==> config.mk <==
export PLATFORM = sky130hd
export DESIGN_NAME = serial_char_tx
export DESIGN_NICKNAME = d
export VERILOG_FILES = /design/src/rtl/sct_pkg.sv /design/src/rtl/sct_hold.sv /design/src/rtl/sct_shifter.sv /design/src/rtl/sct_line_mux.sv /design/src/rtl/serial_char_tx.sv
export SDC_FILE = /design/constraint.sdc
export NUM_CORES = 1
export LEC_CHECK = 0
export BUFFER_PORTS_ARGS = -buffer_cell sky130_fd_sc_hd__buf_2
export CAP_MARGIN = 20
export CORE_UTILIZATION = 40
export CTS_CLUSTER_SIZE = 30
export DETAILED_ROUTE_END_ITERATION = 8
export GPL_TIMING_DRIVEN = 0
export PLACE_DENSITY = 0.68
export SYNTH_ARGS = -nofsm -noshare
export SYNTH_HDL_FRONTEND = slang
export SYNTH_HIERARCHICAL = 1
export SYNTH_SLANG_ARGS = --single-unit
==> constraint.sdc <==
create_clock -name clk -period 2.8 [get_ports clk]
set_input_delay 0.56 -clock clk [delete_from_list [all_inputs] [get_ports clk]]
set_output_delay 0.56 -clock clk [all_outputs]
set_load 0.03 [all_outputs]
==> src/rtl/sct_pkg.sv <==
package sct_pkg;

    localparam int CHAR_W   = 8;
    localparam int MIN_BITS = 5;
    localparam int IDX_W    = 4;

    typedef enum logic [2:0] {
        PH_IDLE,
        PH_START,
        PH_DATA,
        PH_PAR,
        PH_STOP
    } phase_e;

    typedef enum logic [1:0] {
        STOP_ONE,
        STOP_ONEHALF,
        STOP_TWO
    } stop_e;

    typedef struct packed {
        logic [IDX_W-1:0] nbits;
        logic             par_en;
        logic             par_even;
        stop_e            stop_kind;
    } fmt_t;

    function automatic fmt_t decode_fmt(input logic [1:0] len_c,
                                        input logic [1:0] par_c,
                                        input logic       stop_c);
        fmt_t f;
        f.nbits    = IDX_W'(MIN_BITS) + IDX_W'(len_c);
        f.par_en   = par_c[0];
        f.par_even = par_c[1];
        if (!stop_c)
            f.stop_kind = STOP_ONE;
        else if (len_c == 2'd0)
            f.stop_kind = STOP_ONEHALF;
        else
            f.stop_kind = STOP_TWO;
        return f;
    endfunction

    function automatic logic calc_parity(input logic [CHAR_W-1:0] d,
                                         input fmt_t f);
        logic acc;
        acc = 1'b0;
        for (int i = 0; i < CHAR_W; i++) begin
            if (i < int'(f.nbits))
                acc = acc ^ d[i];
        end
        return f.par_even ? acc : ~acc;
    endfunction

    function automatic int stop_ticks(input stop_e k, input int tpb);
        case (k)
            STOP_ONEHALF: return tpb + tpb / 2;
            STOP_TWO:     return 2 * tpb;
            default:      return tpb;
        endcase
    endfunction

endpackage

==> src/rtl/sct_hold.sv <==
module sct_hold
    import sct_pkg::*;
(
    input  logic              clk,
    input  logic              rst,
    input  logic              in_valid,
    input  logic [CHAR_W-1:0] in_data,
    input  logic              take,
    output logic              ready,
    output logic              full,
    output logic [CHAR_W-1:0] data
);

    logic              full_q;
    logic [CHAR_W-1:0] data_q;

    assign ready = !full_q;
    assign full  = full_q;
    assign data  = data_q;

    always_ff @(posedge clk) begin
        if (rst) begin
            full_q <= 1'b0;
            data_q <= '0;
        end else if (take) begin
            full_q <= 1'b0;
        end else if (in_valid && !full_q) begin
            full_q <= 1'b1;
            data_q <= in_data;
        end
    end

    AST_HOLD_STABLE: assert property (@(posedge clk) disable iff (rst)
        (full_q && !take) |=> (full_q && $stable(data_q))) else $error("hold changed");

endmodule

==> src/rtl/sct_shifter.sv <==
module sct_shifter
    import sct_pkg::*;
#(
    parameter int TICKS_PER_BIT = 16
) (
    input  logic              clk,
    input  logic              rst,
    input  logic              tick,
    input  logic              hold_full,
    input  logic [CHAR_W-1:0] hold_data,
    input  fmt_t              fmt_in,
    output logic              take,
    output logic              frame_line,
    output logic              active
);

    localparam int CNT_W = $clog2(2 * TICKS_PER_BIT + 1);

    phase_e            phase_q;
    logic [CHAR_W-1:0] shreg_q;
    logic [IDX_W-1:0]  idx_q;
    logic [CNT_W-1:0]  cnt_q;
    logic              par_q;
    fmt_t              fmt_q;
    logic [CNT_W-1:0]  dur;
    logic              bit_end;

    assign take   = (phase_q == PH_IDLE) && hold_full;
    assign active = (phase_q != PH_IDLE);

    always_comb begin
        if (phase_q == PH_STOP)
            dur = CNT_W'(stop_ticks(fmt_q.stop_kind, TICKS_PER_BIT));
        else
            dur = CNT_W'(TICKS_PER_BIT);
    end

    assign bit_end = tick && (cnt_q == dur - CNT_W'(1));

    always_comb begin
        case (phase_q)
            PH_START: frame_line = 1'b0;
            PH_DATA:  frame_line = shreg_q[0];
            PH_PAR:   frame_line = par_q;
            default:  frame_line = 1'b1;
        endcase
    end

    always_ff @(posedge clk) begin
        if (rst) begin
            phase_q <= PH_IDLE;
            shreg_q <= '0;
            idx_q   <= '0;
            cnt_q   <= '0;
            par_q   <= 1'b0;
            fmt_q   <= '0;
        end else if (take) begin
            phase_q <= PH_START;
            shreg_q <= hold_data;
            idx_q   <= '0;
            cnt_q   <= '0;
            par_q   <= calc_parity(hold_data, fmt_in);
            fmt_q   <= fmt_in;
        end else if (active && tick) begin
            if (bit_end) begin
                cnt_q <= '0;
                case (phase_q)
                    PH_START: phase_q <= PH_DATA;
                    PH_DATA: begin
                        shreg_q <= shreg_q >> 1;
                        idx_q   <= idx_q + IDX_W'(1);
                        if (idx_q == fmt_q.nbits - IDX_W'(1))
                            phase_q <= fmt_q.par_en ? PH_PAR : PH_STOP;
                    end
                    PH_PAR:  phase_q <= PH_STOP;
                    default: phase_q <= PH_IDLE;
                endcase
            end else begin
                cnt_q <= cnt_q + CNT_W'(1);
            end
        end
    end

    AST_START_LOW: assert property (@(posedge clk) disable iff (rst)
        take |=> (active && !frame_line)) else $error("no start bit");

    AST_FMT_HELD: assert property (@(posedge clk) disable iff (rst)
        (active && $past(active)) |-> $stable(fmt_q)) else $error("format moved");

    AST_CNT_BOUND: assert property (@(posedge clk) disable iff (rst)
        active |-> (cnt_q < dur)) else $error("tick count overran");

    AST_STOP_LAST: assert property (@(posedge clk) disable iff (rst)
        (!active && $past(active) && !$past(rst)) |-> ($past(phase_q) == PH_STOP))
        else $error("frame ended outside stop");

endmodule

==> src/rtl/sct_line_mux.sv <==
module sct_line_mux (
    input  logic frame_line,
    input  logic brk_en,
    input  logic loop_en,
    output logic ser_out,
    output logic loop_out
);

    logic tx_level;

    assign tx_level = brk_en ? 1'b0 : frame_line;
    assign ser_out  = loop_en ? 1'b1 : tx_level;
    assign loop_out = loop_en ? tx_level : 1'b1;

endmodule

==> src/rtl/serial_char_tx.sv <==
module serial_char_tx
    import sct_pkg::*;
#(
    parameter int TICKS_PER_BIT = 16
) (
    input  logic              clk,
    input  logic              rst,
    input  logic              tick_16x,
    input  logic [1:0]        len_code,
    input  logic [1:0]        par_code,
    input  logic              stop_code,
    input  logic [CHAR_W-1:0] tx_data,
    input  logic              tx_valid,
    output logic              tx_ready,
    input  logic              brk_en,
    input  logic              loop_en,
    output logic              ser_out,
    output logic              loop_out,
    output logic              busy,
    output logic              tx_empty
);

    fmt_t              fmt_live;
    logic              take;
    logic              hold_full;
    logic [CHAR_W-1:0] hold_data;
    logic              frame_line;
    logic              active;

    assign fmt_live = decode_fmt(len_code, par_code, stop_code);

    sct_hold u_hold (
        .clk      (clk),
        .rst      (rst),
        .in_valid (tx_valid),
        .in_data  (tx_data),
        .take     (take),
        .ready    (tx_ready),
        .full     (hold_full),
        .data     (hold_data)
    );

    sct_shifter #(.TICKS_PER_BIT(TICKS_PER_BIT)) u_shift (
        .clk        (clk),
        .rst        (rst),
        .tick       (tick_16x),
        .hold_full  (hold_full),
        .hold_data  (hold_data),
        .fmt_in     (fmt_live),
        .take       (take),
        .frame_line (frame_line),
        .active     (active)
    );

    sct_line_mux u_mux (
        .frame_line (frame_line),
        .brk_en     (brk_en),
        .loop_en    (loop_en),
        .ser_out    (ser_out),
        .loop_out   (loop_out)
    );

    assign busy     = active;
    assign tx_empty = !hold_full && !active;

    AST_EMPTY_EXCL: assert property (@(posedge clk) disable iff (rst)
        tx_empty |-> (!busy && tx_ready)) else $error("empty while occupied");

    AST_LOOP_EXT_HIGH: assert property (@(posedge clk) disable iff (rst)
        loop_en |-> ser_out) else $error("pin moved in loopback");

    AST_BRK_LOW: assert property (@(posedge clk) disable iff (rst)
        (brk_en && !loop_en) |-> !ser_out) else $error("break not low");

    AST_READY_AFTER_TAKE: assert property (@(posedge clk) disable iff (rst)
        take |=> (busy && tx_ready)) else $error("take did not free hold");

endmodule

After elaboration in Yosys (flattened, before gate mapping):

Index checks and enable logic that the tools add are counted.

* word-level logic and storage cells: 106
* bits in registers: 38

* magnitude comparators: 8
* mux-type cells: 44
* add/subtract/negate cells: 5
* bitwise operators: 9
* eq/ne operators: 10
* reductions and logical operators: 19

Operators by type and width (number)
* two-way mux 8 bit: 4
* two-way mux 1 bit: 31
* < comparator 3 x 4 -> 1 bit, first input constant: 4
* two-way mux 6 bit: 2
* case mux 6 bit (2 select lines): 1
* AND reduction 3 bit: 4
* case mux 3 bit (3 select lines): 1
* < comparator 1 x 4 -> 1 bit, first input constant: 2
* < comparator 2 x 4 -> 1 bit, first input constant: 2
* bitwise XOR 1 bit: 7
* adder 6 x 1 -> 6 bit, second input constant: 1
* equality test 3 x 2 -> 1 bit, second input constant: 2
* equality test 6 bit: 1
* two-way mux 3 bit: 2
* nonzero test 2 bit: 3
* subtractor 6 x 1 -> 6 bit, second input constant: 1
* logical AND 1 bit: 5
* adder 3 x 2 -> 4 bit, first input constant: 1
* adder 4 x 1 -> 4 bit, second input constant: 1
* equality test 4 bit: 1
* two-way mux 2 bit: 2
* subtractor 4 x 1 -> 4 bit, second input constant: 1
* equality test 3 x 1 -> 1 bit, second input constant: 1
* equality test 3 bit, second input constant: 1
* 12 further kinds: 14

Logic depth before layout (Yosys ltp):

* depth after elaboration: 35
* mapped depth: 10
* mapped depth without buffers: 9

Modules after synthesis:

The synthesis kept the hierarchy.

Modules (own cells, without submodules)
* sct_shifter: cells each 194, area an instance 1627.8 um2, times used 1
* sct_hold: cells each 39, area an instance 401.6 um2, times used 1
* serial_char_tx: cells each 9, area an instance 68.8 um2, times used 1
* sct_line_mux: cells each 3, area an instance 28.8 um2, times used 1

Least setup slack after synthesis:

Ideal clock, no wire load.

* path kind: register -> register
* start: register u_shift.phase_q[0]
* end: register u_shift.shreg_q[0]
* stages on the path, launching flop included: 11
* library setup time: 0.086 ns
* period minus slack after synthesis: 2.869 ns
* arrival: 2.783 ns
* path buffers: 1
* required time: 2.714 ns
* slack: -0.069 ns
* cell sequence: dfxtp_1 buf_2 or3b_4 or2_2 ha_1 xnor2_1 or3_1 a221oi_4 nand2_2 mux2i_1 a211oi_1

* longest elaborated chain between the ends: 7

Ends and longest elaborated chain
* start, declared: line sct_shifter.sv:19 `phase_e phase_q;`
* start signal, assigned: line sct_shifter.sv:73 `phase_q <= fmt_q.par_en ? PH_PAR : PH_STOP;`
* equality test 3 bit: line sct_shifter.sv:32 `if (phase_q == PH_STOP)`
* two-way mux 6 bit: line sct_shifter.sv:32
* subtractor 6 x 1 -> 6 bit: line sct_shifter.sv:38 `assign bit_end = tick && (cnt_q == dur - CNT_W'(1));`
* equality test 6 bit: line sct_shifter.sv:38
* logical AND 1 bit: line sct_shifter.sv:38
* nonzero test 2 bit (no source line)
* AND reduction 3 bit (no source line)
* end signal, assigned: line sct_shifter.sv:59 `shreg_q <= hold_data;`
* end signal, assigned: line sct_shifter.sv:70 `shreg_q <= shreg_q >> 1;`
* end, declared: line sct_shifter.sv:20 `logic [CHAR_W-1:0] shreg_q;`

Parallel ways exist; a longest one is shown, timed or not.
A chain may end at the register's enable or synchronous reset.

Worst setup path after layout:

* start: register u_shift.phase_q[2]
* end: register u_shift.shreg_q[4]

The elaborated chain is that of the path after synthesis.

==> flow_summary.json <==
{
  "synth_warnings": 6,
  "finalClockSkew_ns": 0.0104,
  "timing.fmax_mhz": 360,
  "vias": 1714,
  "clockBufferDepth": 2,
  "synthArstFlopShare": 0,
  "ioPinCount": 24,
  "period_share": 0.992,
  "cts_tree": "done",
  "grt_pass1_wl_um": 6670,
  "cp_common_cell": "buf_6",
  "wl_per_cell_um": 12.2,
  "ir_drop_uv": 247,
  "slew_violations": 0,
  "drc": 0,
  "portBuffers": 23,
  "coreArea_um2": 5110,
  "hpwl_um": 3090,
  "critPathLaunchType": "register",
  "viasPerCell": 4.90,
  "cts_buffers": 5,
  "cts.sinks": 38,
  "antenna_found_initial": 0,
  "rsz0062_at_grt": "yes",
  "die_w_um": 74.9,
  "nNetsFinal": 305,
  "clkLatencyLatePin_ns": 0.29,
  "grt.total_usage": 0.162,
  "drt_iter0_markers": 51,
  "crit_path_cell_trace": "buf_6 > or3b_4 > or2_4 > ha_4 > xnor2_2 > or3_4 > a221oi_4 > buf_6 > nand2_8 > mux2i_1 > a211oi_1",
  "setup_viol": 0,
  "first_pass_iters": 4,
  "rows": 26,
  "worstSetupPathType": "register to register",
  "synth-main-ff-cell": "dfxtp_1",
  "syn2layout_area_growth_pct": 19.6,
  "cts.reportedPaths.clkPinSlew_ns": 0.08,
  "p_leak_nw": 1.01,
  "start_util": 0.416,
  "worst_slew_pin_slew_ns": 1.22,
  "yosys-top-cells-area": "dfxtp_1 36%, mux2i_1 8.5%, nand2b_1 7.1%",
  "syn-cell-area_um2": 2130,
  "cp_slowest_cell": "or3_4",
  "grt_pass1_vias": 1514,
  "max_cap_violations": 0,
  "syn_inst": 245,
  "fin_area_um2": 2540,
  "holdWs_ns": 0.475,
  "fin_crit_ns": 2.78,
  "stdcell_count": 350,
  "fin_util": 0.498,
  "htreeDepth": 2,
  "yosysMostFrequentCell": "dfxtp_1",
  "endpoint_kind": "register",
  "finalWorstSetupSlack_ns": 0.0219,
  "n_fill_cell": 497,
  "synth_top_cell_by_area": "dfxtp_1",
  "syn_nets": 271,
  "syn_avg_cell_area_um2": 8.68,
  "rrSetupSlack_ns": 0.02,
  "final_layout_size_suffix_gt1_frac": 0.225,
  "power_per_cell_area_nw_per_um2": 471,
  "crit_fanout": 10,
  "grt.overflow.total": 0,
  "synthTopCellsByCount": "38 x dfxtp_1, 25 x nor2_1, 24 x nand2b_1, 20 x nand2_1, 18 x mux2i_1",
  "dp.cells": 338,
  "hold_path_class": "register to register",
  "synth_top_area_frac": 0.358,
  "critPathArrivalTime_ns": 2.97,
  "die_area_um2": 5610,
  "outcome": "completed",
  "place_ws_ns": -0.303,
  "placed_cell_area_um2": 2350,
  "required_ns": 2.99,
  "synth_edf_count": 0,
  "antenna_left": 0,
  "cts-root-buf": "clkbuf_8",
  "place_congestion": 0.788,
  "yosysSeqAreaShare": 0.358,
  "routed_wl_um": 4270,
  "fp.dieH_um": 74.9,
  "grt_start_max_net_pins": 13,
  "slew_headroom": 0.184,
  "netlist-cell-type-count": 48,
  "critPathMaxStageDelay_ns": 0.40,
  "hold_viol_final": 0,
  "synth_seq_cells": 38,
  "num_antenna_cells": 0
}
[cell type report]
| type | instances | area, um2 | share of cell area |
|---|---|---|---|
| Timing Repair Buffer | 29 | 171 | 0.0674 |
| Clock buffer | 6 | 82.6 | 0.0324 |
| Clock inverter | 2 | 12.5 | 0.00492 |
| Tap cell | 70 | 87.6 | 0.0344 |
| Buffer | 8 | 46.3 | 0.0182 |
| Inverter | 10 | 37.5 | 0.0147 |
| Sequential cell | 38 | 764 | 0.300 |
| Multi-Input combinational cell | 187 | 1340 | 0.528 |
[final timing paths]
path	start	to	depth (start not counted)
setup / recovery	u_shift/phase_q[2]	u_shift/shreg_q[4]	11
hold / removal	u_shift/shreg_q[7]	u_shift/shreg_q[7]	2
setup reg to reg	u_shift/phase_q[2]	u_shift/shreg_q[4]	11
hold reg to reg	u_shift/shreg_q[7]	u_shift/shreg_q[7]	2
[routing by layer]
layer	wire (um)	part of all wire	vias to the layer above	GRT usage
met3	132	0.031	5	0.0522
met4	57	0.013	0	0.0629
met1	2060	0.48	784	0.202
met2	2020	0.47	23	0.259
li1	-	-	902	-
met5	0	0	-	0
[cell usage in the layout, fill, tap and decap left out, drive strengths merged, types with 2 or more instances in the layout]
master,Yosys,routed
buf,5,32
or3,4,4
and2,2,2
nand3b,2,2
a21oi,12,12
o21ai,4,4
xnor2,11,11
nor3,4,4
nand2,23,23
nand3,7,7
xor2,10,10
inv,9,9
nand2b,26,26
o211ai,2,2
a31oi,2,2
mux2i,18,18
clkinv,1,2
nor3b,2,2
ha,7,7
nand4,2,2
clkbuf,5,11
a211oi,7,7
nor2,25,25
dfxtp,38,38
[sequential cells by signal, indices dropped and copies added (netlist names)]
name / cells
u_hold/data: 8
u_shift/shreg_q: 8
u_shift/fmt_q: 7
u_shift/cnt_q: 6
u_shift/idx_q: 4
u_shift/phase_q: 3
u_hold/full: 1
u_shift/par_q: 1
[cell families (layout without fill, tap and decap cells)]
logic type      Yosys count  in the layout  synth area share
fa+ha+maj                 7              7            0.0412
compound gates           36             36             0.118
xor+xnor                 21             21            0.0865
buf+inv                  20             55            0.0412
flops                    38             38             0.358
simple gates            104            104             0.265
mux                      19             19            0.0900
[critical path, delay by kind of cell (launching register included)]
kind	cells	cell delay, ns
flops	1	0.32
compound gates	2	0.49
xor+xnor	1	0.13
mux	1	0.19
fa+ha+maj	1	0.16
simple gates	4	1.11
buf+inv	2	0.27
[power by group]
group | total (mW) | internal, mW | switching [mW]
Clock | 0.396 | 0.198 | 0.198
Sequential | 0.599 | 0.571 | 0.0280
Combinational | 0.204 | 0.0899 | 0.114
Total | 1.20 | 0.858 | 0.340
[what timing repair did]
action,CTS,global route
pin swaps,4,10
hold buffers,0,0
gates resized for setup,3,14
setup buffers,5,2
endpoints found under the setup margin,17,13
[through the flow]
stage	total power, mW	TNS, ns
after global placement	0.811	-1.93
after floorplan	0.758	0
after CTS	1.21	0
after global routing	1.27	-0.563
final	1.20	0
after detailed placement	0.815	-2.92
No activity file was read; power rests on OpenSTA's default activity.
